File: src/rtl/tdm_port_pkg.sv
package tdm_port_pkg;
    typedef enum logic {
        MODE_BAL = 1'b0,
        MODE_ADD = 1'b1
    } port_mode_e;
endpackage

File: src/rtl/tdm_frame_timer.sv
module tdm_frame_timer #(
    parameter int SLOT_W = 8
) (
    input  logic              clk,
    input  logic              rst_n,
    input  logic              fp_n,
    output logic [SLOT_W-1:0] slot,
    output logic              synced
);
    typedef struct packed {
        logic [SLOT_W-1:0] slot;
        logic              synced;
    } tmr_t;

    tmr_t tmr_d, tmr_q;

    always_comb begin
        tmr_d = tmr_q;
        if (!fp_n) begin
            tmr_d.slot   = '0;
            tmr_d.synced = 1'b1;
        end else begin
            tmr_d.slot = tmr_q.slot + SLOT_W'(1);
        end
    end

    always_ff @(posedge clk or negedge rst_n) begin
        if (!rst_n) tmr_q <= '0;
        else        tmr_q <= tmr_d;
    end

    assign slot   = tmr_q.slot;
    assign synced = tmr_q.synced;
endmodule

File: src/rtl/tdm_lane.sv
module tdm_lane #(
    parameter int W = 8
) (
    input  logic         clk,
    input  logic         rst_n,
    input  logic         load,
    input  logic [W-1:0] tx_byte,
    input  logic         dc_in,
    input  logic         oe_in,
    input  logic         rx_bit,
    output logic         tx_bit,
    output logic         dc,
    output logic         oe,
    output logic [W-1:0] rx_byte
);
    typedef struct packed {
        logic [W-1:0] tx_sh;
        logic [W-1:0] rx_sh;
        logic         dc;
        logic         oe;
    } lane_t;

    lane_t ln_d, ln_q;

    always_comb begin
        ln_d       = ln_q;
        ln_d.rx_sh = {ln_q.rx_sh[W-2:0], rx_bit};
        if (load) begin
            ln_d.tx_sh = tx_byte;
            ln_d.dc    = dc_in;
            ln_d.oe    = oe_in;
        end else begin
            ln_d.tx_sh = {ln_q.tx_sh[W-2:0], 1'b0};
        end
    end

    always_ff @(posedge clk or negedge rst_n) begin
        if (!rst_n) ln_q <= '0;
        else        ln_q <= ln_d;
    end

    assign tx_bit  = ln_q.tx_sh[W-1];
    assign dc      = ln_q.dc;
    assign oe      = ln_q.oe;
    assign rx_byte = {ln_q.rx_sh[W-2:0], rx_bit};
endmodule

File: src/rtl/tdm_cpu_map.sv
module tdm_cpu_map #(
    parameter int CPU_AW = 7,
    parameter int AW     = 9,
    parameter int CW     = 5,
    parameter int N_LANE = 16
) (
    input  logic                 clk,
    input  logic                 rst_n,
    input  tdm_port_pkg::port_mode_e mode,
    input  logic                 page_wr,
    input  logic [AW-CPU_AW-1:0] page_val,
    input  logic                 req,
    input  logic [CPU_AW-1:0]    addr_lo,
    input  logic [N_LANE-1:0]    wr_en,
    input  logic [CW-1:0]        wr_ch,
    output logic [AW-1:0]        full_addr,
    output logic                 stall
);
    import tdm_port_pkg::*;
    localparam int PG_W = AW - CPU_AW;

    typedef struct packed {
        logic [PG_W-1:0] page;
    } pg_t;

    pg_t pg_d, pg_q;
    logic [AW-CW-1:0] bank;

    always_comb begin
        pg_d = pg_q;
        if (page_wr) pg_d.page = page_val;
    end

    always_ff @(posedge clk or negedge rst_n) begin
        if (!rst_n) pg_q <= '0;
        else        pg_q <= pg_d;
    end

    always_comb begin
        if (mode == MODE_BAL) full_addr = AW'({pg_q.page[0], addr_lo});
        else                  full_addr = {pg_q.page, addr_lo};
        bank  = full_addr[AW-1:CW];
        stall = req && wr_en[bank] && (wr_ch == full_addr[CW-1:0]);
    end
endmodule

File: src/rtl/tdm_port_ctrl.sv
module tdm_port_ctrl #(
    parameter int N_PIN   = 8,
    parameter int N_CH    = 32,
    parameter int CH_BITS = 8,
    parameter int CPU_AW  = 7
) (
    input  logic                       clk,
    input  logic                       rst_n,
    input  logic                       mode_add,
    input  logic                       fp_n,
    output logic [$clog2(N_CH)-1:0]    fetch_ch,
    input  logic [2*N_PIN*CH_BITS-1:0] tx_bytes,
    input  logic [2*N_PIN-1:0]         tx_dc,
    input  logic [2*N_PIN-1:0]         tx_oe,
    input  logic [N_PIN-1:0]           sti_in,
    output logic [N_PIN-1:0]           sti_out,
    output logic [N_PIN-1:0]           sti_oe,
    input  logic [N_PIN-1:0]           sto_in,
    output logic [N_PIN-1:0]           sto_out,
    output logic [N_PIN-1:0]           sto_oe,
    output logic [2*N_PIN-1:0]         dm_wr_en,
    output logic [$clog2(N_CH)-1:0]    dm_wr_ch,
    output logic [2*N_PIN*CH_BITS-1:0] dm_wr_data,
    input  logic                       cpu_page_wr,
    input  logic [$clog2(2*N_PIN)+$clog2(N_CH)-CPU_AW-1:0] cpu_page_val,
    input  logic                       cpu_req,
    input  logic [CPU_AW-1:0]          cpu_addr,
    output logic [$clog2(2*N_PIN)+$clog2(N_CH)-1:0] cpu_mem_addr,
    output logic                       cpu_stall
);
    import tdm_port_pkg::*;

    localparam int N_LANE = 2 * N_PIN;
    localparam int CW     = $clog2(N_CH);
    localparam int BW     = $clog2(CH_BITS);
    localparam int SLOT_W = CW + BW;
    localparam int AW     = $clog2(N_LANE) + CW;

    port_mode_e mode;
    assign mode = port_mode_e'(mode_add);

    logic [SLOT_W-1:0] slot;
    logic              synced;
    logic              ch_end;
    logic              load;

    tdm_frame_timer #(.SLOT_W(SLOT_W)) u_timer (
        .clk(clk), .rst_n(rst_n), .fp_n(fp_n), .slot(slot), .synced(synced)
    );

    assign ch_end   = (slot[BW-1:0] == BW'(CH_BITS - 1));
    assign load     = !fp_n || ch_end;
    assign fetch_ch = fp_n ? (slot[SLOT_W-1:BW] + CW'(1)) : '0;

    logic [N_LANE-1:0]         tx_bit, ln_dc, ln_oe, rx_bit;
    logic [N_LANE*CH_BITS-1:0] rx_bytes;

    for (genvar k = 0; k < N_LANE; k++) begin : g_lane
        tdm_lane #(.W(CH_BITS)) u_lane (
            .clk(clk), .rst_n(rst_n), .load(load),
            .tx_byte(tx_bytes[k*CH_BITS +: CH_BITS]),
            .dc_in(tx_dc[k]), .oe_in(tx_oe[k]), .rx_bit(rx_bit[k]),
            .tx_bit(tx_bit[k]), .dc(ln_dc[k]), .oe(ln_oe[k]),
            .rx_byte(rx_bytes[k*CH_BITS +: CH_BITS])
        );
    end

    // pin steering and capture source per mode
    always_comb begin
        sti_out = '0;
        sto_out = '0;
        sti_oe  = '0;
        sto_oe  = '0;
        rx_bit  = '0;
        for (int p = 0; p < N_PIN; p++) begin
            if (mode == MODE_BAL) begin
                sti_out[p] = tx_bit[p];
                sto_out[p] = tx_bit[p];
                sti_oe[p]  = synced & ~ln_dc[p];
                sto_oe[p]  = synced & ln_dc[p];
                rx_bit[p]  = ln_dc[p] ? sti_in[p] : sto_in[p];
            end else begin
                sti_out[p]       = tx_bit[p];
                sto_out[p]       = tx_bit[p+N_PIN];
                sti_oe[p]        = synced & ln_dc[p] & ln_oe[p];
                sto_oe[p]        = synced & ln_dc[p+N_PIN] & ln_oe[p+N_PIN];
                rx_bit[p]        = sti_in[p];
                rx_bit[p+N_PIN]  = sto_in[p];
            end
        end
    end

    typedef struct packed {
        logic [N_LANE-1:0]         en;
        logic [CW-1:0]             ch;
        logic [N_LANE*CH_BITS-1:0] data;
    } wr_t;

    wr_t wr_d, wr_q;

    always_comb begin
        wr_d    = wr_q;
        wr_d.en = '0;
        if (synced && ch_end) begin
            for (int k = 0; k < N_LANE; k++)
                wr_d.en[k] = (mode == MODE_ADD) || (k < N_PIN);
            wr_d.ch   = slot[SLOT_W-1:BW];
            wr_d.data = rx_bytes;
        end
    end

    always_ff @(posedge clk or negedge rst_n) begin
        if (!rst_n) wr_q <= '0;
        else        wr_q <= wr_d;
    end

    assign dm_wr_en   = wr_q.en;
    assign dm_wr_ch   = wr_q.ch;
    assign dm_wr_data = wr_q.data;

    tdm_cpu_map #(.CPU_AW(CPU_AW), .AW(AW), .CW(CW), .N_LANE(N_LANE)) u_cpu (
        .clk(clk), .rst_n(rst_n), .mode(mode),
        .page_wr(cpu_page_wr), .page_val(cpu_page_val),
        .req(cpu_req), .addr_lo(cpu_addr),
        .wr_en(wr_q.en), .wr_ch(wr_q.ch),
        .full_addr(cpu_mem_addr), .stall(cpu_stall)
    );
endmodule

File: config.mk
export PLATFORM = sky130hd
export DESIGN_NAME = tdm_port_ctrl
export DESIGN_NICKNAME = d
export VERILOG_FILES = /design/src/rtl/tdm_port_pkg.sv /design/src/rtl/tdm_frame_timer.sv /design/src/rtl/tdm_lane.sv /design/src/rtl/tdm_cpu_map.sv /design/src/rtl/tdm_port_ctrl.sv
export SDC_FILE = /design/constraint.sdc
export NUM_CORES = 1
export LEC_CHECK = 0
export CORE_MARGIN = 4
export CORE_UTILIZATION = 63
export DETAILED_ROUTE_END_ITERATION = 12
export DONT_BUFFER_PORTS = 1
export GPL_TIMING_DRIVEN = 0
export PLACE_DENSITY_LB_ADDON = 0.12
export SYNTH_ARGS = -nofsm -noshare
export SYNTH_HDL_FRONTEND = slang
export SYNTH_SLANG_ARGS = --single-unit
File: constraint.sdc
create_clock -name clk -period 2.6 [get_ports clk]
set_input_delay 0 -clock clk [delete_from_list [all_inputs] [get_ports clk]]
set_output_delay 0 -clock clk [all_outputs]
set_load 0.1 [all_outputs]
# After elaboration in Yosys (flattened, before gate mapping)
# Cells that the tools add are included.
# W data, S select, Z words.
[word_totals]
elab_cells = 198
ff_bits = 432
input_bits = 191
[op_classes]
n_bitwise = 48
n_reduce_logical = 5
n_lt_le_gt_ge = 1
n_eq_ne = 2
addsub = 2
mux = 70
[ops]
columns = ["op", "count"]
rows = [
  ["$mux W149", 1],
  ["$mux W8", 17],
  ["$mux W1", 49],
  ["$and A1 B1 Y1", 40],
  ["$mux W9", 1],
  ["$add A8 B1 Y8 const B", 1],
  ["$not A1 Y1", 8],
  ["$add A5 B1 Y5 const B", 1],
  ["$eq A5 B5 Y1", 1],
  ["$lt A4 B5 Y1 const B", 1],
  ["$mux W5", 1],
  ["$bmux W1 S4", 1],
  ["$eq A3 B3 Y1 const B", 1],
  ["$logic_and A1 B1 Y1", 3],
  ["$logic_not A1 Y1", 1],
  ["$logic_or A1 B1 Y1", 1],
]

# Longest topological paths before layout
[depth]
depth_word = 5
mapped_depth = 7
ltp_nobuf = 5

# By module
# From an unflattened synthesis, not the netlist that was laid out.
[hier_totals]
hier_cells = 1048
hier_area_um2 = 16839.9
[by_module_without_submodules]
columns = ["mod", "seq_area_each_um2", "cells_per_inst", "n_inst", "area_per_inst_um2"]
rows = [
  ["tdm_lane", 425.4, 36, 16, 639.4],
  ["tdm_port_ctrl", 3378.2, 400, 1, 5853.1],
  ["tdm_frame_timer", 225.2, 36, 1, 402.9],
  ["tdm_cpu_map", 50.0, 36, 1, 354.1],
]

# Least setup slack after synthesis
# Ideal clock, no wire load.
[synth_timing]
path_kind = "reg-to-output"
start = "register wr_q, in the netlist dm_wr_en[14]"
end = "output cpu_stall"
arrival_time_ns = 4.126
slack_ns = -1.526
path_stages_with_launch = 3
cell_sequence = "dfrtp_1 > mux2i_1 > nor4_1"
[synth_between]
elab_chain_len = 4
[synth_lines]
columns = ["element", "line_no", "text"]
rows = [
  ["start, declared", "tdm_port_ctrl.sv:99", "wr_t wr_d, wr_q;"],
  ["start signal, assigned", "tdm_port_ctrl.sv:114", "else wr_q <= wr_d;"],
  ["$bmux W1 S4", "tdm_cpu_map.sv:43", "stall = req && wr_en[bank] && (wr_ch == full_addr[CW-1:0]);"],
  ["$mux W1 (implied by the code)", "tdm_cpu_map.sv:43", ""],
  ["$logic_and A1 B1 Y1 (2 in a row)", "tdm_cpu_map.sv:43", ""],
  ["end, declared", "tdm_port_ctrl.sv:29", "output logic cpu_stall"],
]
# No other way between the ends. The select of a mux whose other input is x is not followed.

# Final worst setup path
[layout_timing]
start = "register wr_q, in the netlist dm_wr_ch[4]"
end = "output cpu_stall"
[layout_between]
elab_chain_len = 2
[layout_lines]
columns = ["element", "line_no"]
rows = [
  ["$eq A5 B5 Y1", "tdm_cpu_map.sv:43"],
  ["$logic_and A1 B1 Y1", "tdm_cpu_map.sv:43"],
]
# No other way between the ends.

==> results.sh <==
export IMPL_status="finished with violations"
export IMPL_violations="hold timing, setup timing"
export IMPL_io_buffers=0
export IMPL_timing_hold_ws_ns=-0.830
export IMPL_final_layout_size_suffix_gt1_frac=0.388
export IMPL_core_area_sq_um=24600
export IMPL_clk_pin_slew_ns=0.06
export IMPL_wl_mm=39.2
export IMPL_critPathCaptureType="output pin"
export IMPL_synth_seq_area_share=0.657
export IMPL_cts_tree="done"
export IMPL_p_comb_frac=0.104
export IMPL_synth_nets=1095
export IMPL_syn_area_per_cell_sq_um=17.7
export IMPL_synth_main_ff_cell="dfrtp_1"
export IMPL_fin_crit_sh=1.03
export IMPL_p_int_w=0.0120
export IMPL_worst_slew_pin_slew_ns=1.33
export IMPL_setup_ws_ns=-0.0761
export IMPL_p_switching_w=0.00560
export IMPL_place_congestion=0.889
export IMPL_grt_total_usage=0.279
export IMPL_finish_utilization=0.805
export IMPL_syn_instance_count=901
export IMPL_insertion_delay_ns=0.53
export IMPL_clk_path_buf_depth=3
export IMPL_p_clk_frac=0.371
export IMPL_cts_hold_buffers=186
export IMPL_synthArstFlopShare=1.00
export IMPL_hp_class="input port to async pin"
export IMPL_setup_viol=1
export IMPL_die_area_sq_um=27900
export IMPL_cts_buffers=41
export IMPL_finalHoldViolCount=418
export IMPL_synth_warnings=0
export IMPL_rows=57
export IMPL_grt_max_degree=419
export IMPL_worstSetupStartpointType="flip-flop"
export IMPL_io_pins=387
export IMPL_p_per_area_nw_per_um2=889
export IMPL_max_freq_mhz=374
export IMPL_tns_ns=-0.0761
export IMPL_seq_power_share=0.525
export IMPL_rrSetupSlack_ns=0.52
export IMPL_reg2reg_to="g_lane[2].u_lane.ln_q[14]"
export IMPL_vias=8344
export IMPL_cts_sinks=418
export IMPL_die_x_um=167
export IMPL_syn2layout_area_growth_pct=24.4
export IMPL_synth_area_sq_um=15900
export IMPL_via_per_inst=5.59
export IMPL_p_leak_nw=9.34
export IMPL_remaining_drc_errors=0
export IMPL_cts_max_level=2
export IMPL_worstPathArrival_ns=2.68
export IMPL_wire_per_inst_um=26.3
export IMPL_rsz0062_at_grt="yes"
export IMPL_grt_overflow=0
export IMPL_synth_seq_cells=418
export IMPL_r2r_cells=7
export IMPL_dp_hpwl_mm=23.6
export IMPL_first_global_vias=9576
export IMPL_post_cts_buffers=0
export IMPL_dr_pass1_iters=4
export IMPL_synth_distinct_cells=29
export IMPL_worst_ir_drop_vdd_uv=665
export IMPL_fin_skew_ns=0.0130
export IMPL_final_antenna_net_count=0
export IMPL_drtIter0Drc=530
export IMPL_antenna_found_initial=7
export IMPL_cap_violations=0
export IMPL_swShare=0.318
export IMPL_synth_edf_count=0
export IMPL_relSlewSlack=0.107
export IMPL_start_util=0.647
export IMPL_worst_setup_path_type="flip-flop to output pin"
export IMPL_layout_nets=1324
export IMPL_crit_required_ns=2.60
export IMPL_finalCriticalPeriod_ns=2.68
export IMPL_worstReg2RegStart="u_timer.slot[0]"
export IMPL_grt_pass1_wl_mm=59.6
export IMPL_die_h_um=167
export IMPL_root_buffer="clkbuf_16"
export IMPL_crit_fanout=3
export IMPL_slew_viol_final=0
## state kept, by name, summed over array words and instances (netlist names)
signal                 count
dm_wr_data               128
g_lane.u_lane.ln_q       112
g_lane.u_lane.rx_byte    112
g_lane.u_lane.dc          16
g_lane.u_lane.oe          16
g_lane.u_lane.tx_bit      16
u_timer.slot               8
dm_wr_ch                   5
dm_wr_en                   2
u_cpu.pg_q                 2
u_timer.synced             1
## through the flow
stage / worst slack [ns] / hold WS [ns] / power (W) / area [sq um] / std cells
6_report: -0.0761 / -0.830 / 0.0176 / 19800 / 1492
5_1_grt: -0.138 / -0.850 / 0.0181 / 19800 / 1490
4_1_cts: -0.0972 / -0.850 / 0.0176 / 19800 / 1485
3_5_place_dp: -0.0314 / -0.286 / 0.0109 / 16400 / 1225
3_3_place_gp: -0.657 / -0.283 / 0.0108 / 16300 / 1225
2_1_floorplan: -0.339 / -0.296 / 0.0105 / 15900 / 901
## Yosys cell counts (2+ instances only)
library cell  instances  area (sq um)
buf_6                15           169
a21boi_0             10          75.1
xor2_1                3          26.3
dfrtp_1             418         10500
and2_1               17           106
nand2b_1              8          50.1
nor2b_1              19           119
nand4_1               2          12.5
ha_1                  3          37.5
mux2_4              185          2780
nor2_1                8          30.0
xnor2_1               8          70.1
clkbuf_1              4          15.0
o21ai_0               2          10.0
buf_4                38           285
nand3_1              12          60.1
and3_1                9          56.3
o21a_1                8          60.1
buf_2                 4          20.0
mux2_2              110          1240
buf_12                9           180
or3_1                 2          12.5
## layout by cell type, fill, tap and decap left out, drive strengths merged, types with 3 or more instances in the layout
master | synthesis | routed
and3 | 9 | 9
nand3 | 12 | 12
clkinv | 0 | 5
a21boi | 10 | 10
nor2b | 19 | 19
clkbuf | 4 | 60
dlygate4sd3 | 0 | 186
nor2 | 8 | 8
diode | 0 | 7
dfrtp | 418 | 418
bufinv | 0 | 9
buf | 66 | 66
xor2 | 3 | 3
nand2b | 8 | 8
and2 | 18 | 18
inv | 1 | 4
mux2 | 295 | 295
xnor2 | 8 | 8
o21a | 8 | 8
ha | 3 | 3
## how the worst max path moves through the flow
stage	from	end	slack (ns)	depth (start not counted)
after floorplan	u_timer.synced	sto_oe[6]	-0.34	3
after global placement	u_timer.synced	sto_oe[6]	-0.66	3
after detailed placement	dm_wr_en[7]	cpu_stall	-0.03	2
after CTS	dm_wr_ch[4]	cpu_stall	-0.1	3
after global routing	dm_wr_ch[4]	cpu_stall	-0.14	3
final	dm_wr_ch[4]	cpu_stall	-0.08	3
## metal layers
layer	GRT usage	part of all wire
met4	0.106	0.043
met2	0.490	0.52
met1	0.320	0.36
met3	0.0915	0.081
met5	0	0.00038
## layout make-up
type | instances | area, sq um
antenna | 7 | 17.5
clock buffer | 56 | 1160
buffer | 70 | 669
timing repair buffer | 186 | 1860
inverter | 1 | 3.75
clock inverter | 18 | 340
fill | 1183 | 4800
multi-input combinational | 412 | 4870
tap | 324 | 405
sequential | 418 | 10500
## power groups by stage
stage	clock, W	combinational, W	sequential [W]
global route	0.00690	0.00190	0.00931
CTS	0.00661	0.00179	0.00924
finish	0.00652	0.00183	0.00925
detailed placement	0	0.00153	0.00935
floorplan	0	0.00138	0.00916
global placement	0	0.00149	0.00931
## repair_timing
item                                   4_1_cts  5_1_grt
setup endpoints to repair                    1        1
resized for setup                           13        1
pin swaps                                    1        3
endpoints found under the hold margin      621      418
## critical path, stage by stage, from the launching register on
cell	delay, ns
dfrtp_4	0.64
xnor2_4	0.22
nand4_1	0.14
nor4_4	1.14
## cells by family after synthesis
family / Yosys count / synth area share
flops: 418 / 0.657
mux: 296 / 0.253
simple gates: 82 / 0.0303
buf+inv: 71 / 0.0423
compound gates: 20 / 0.00912
xor+xnor: 11 / 0.00605
fa+ha+maj: 3 / 0.00236
No activity file was read; power rests on OpenSTA's default activity.
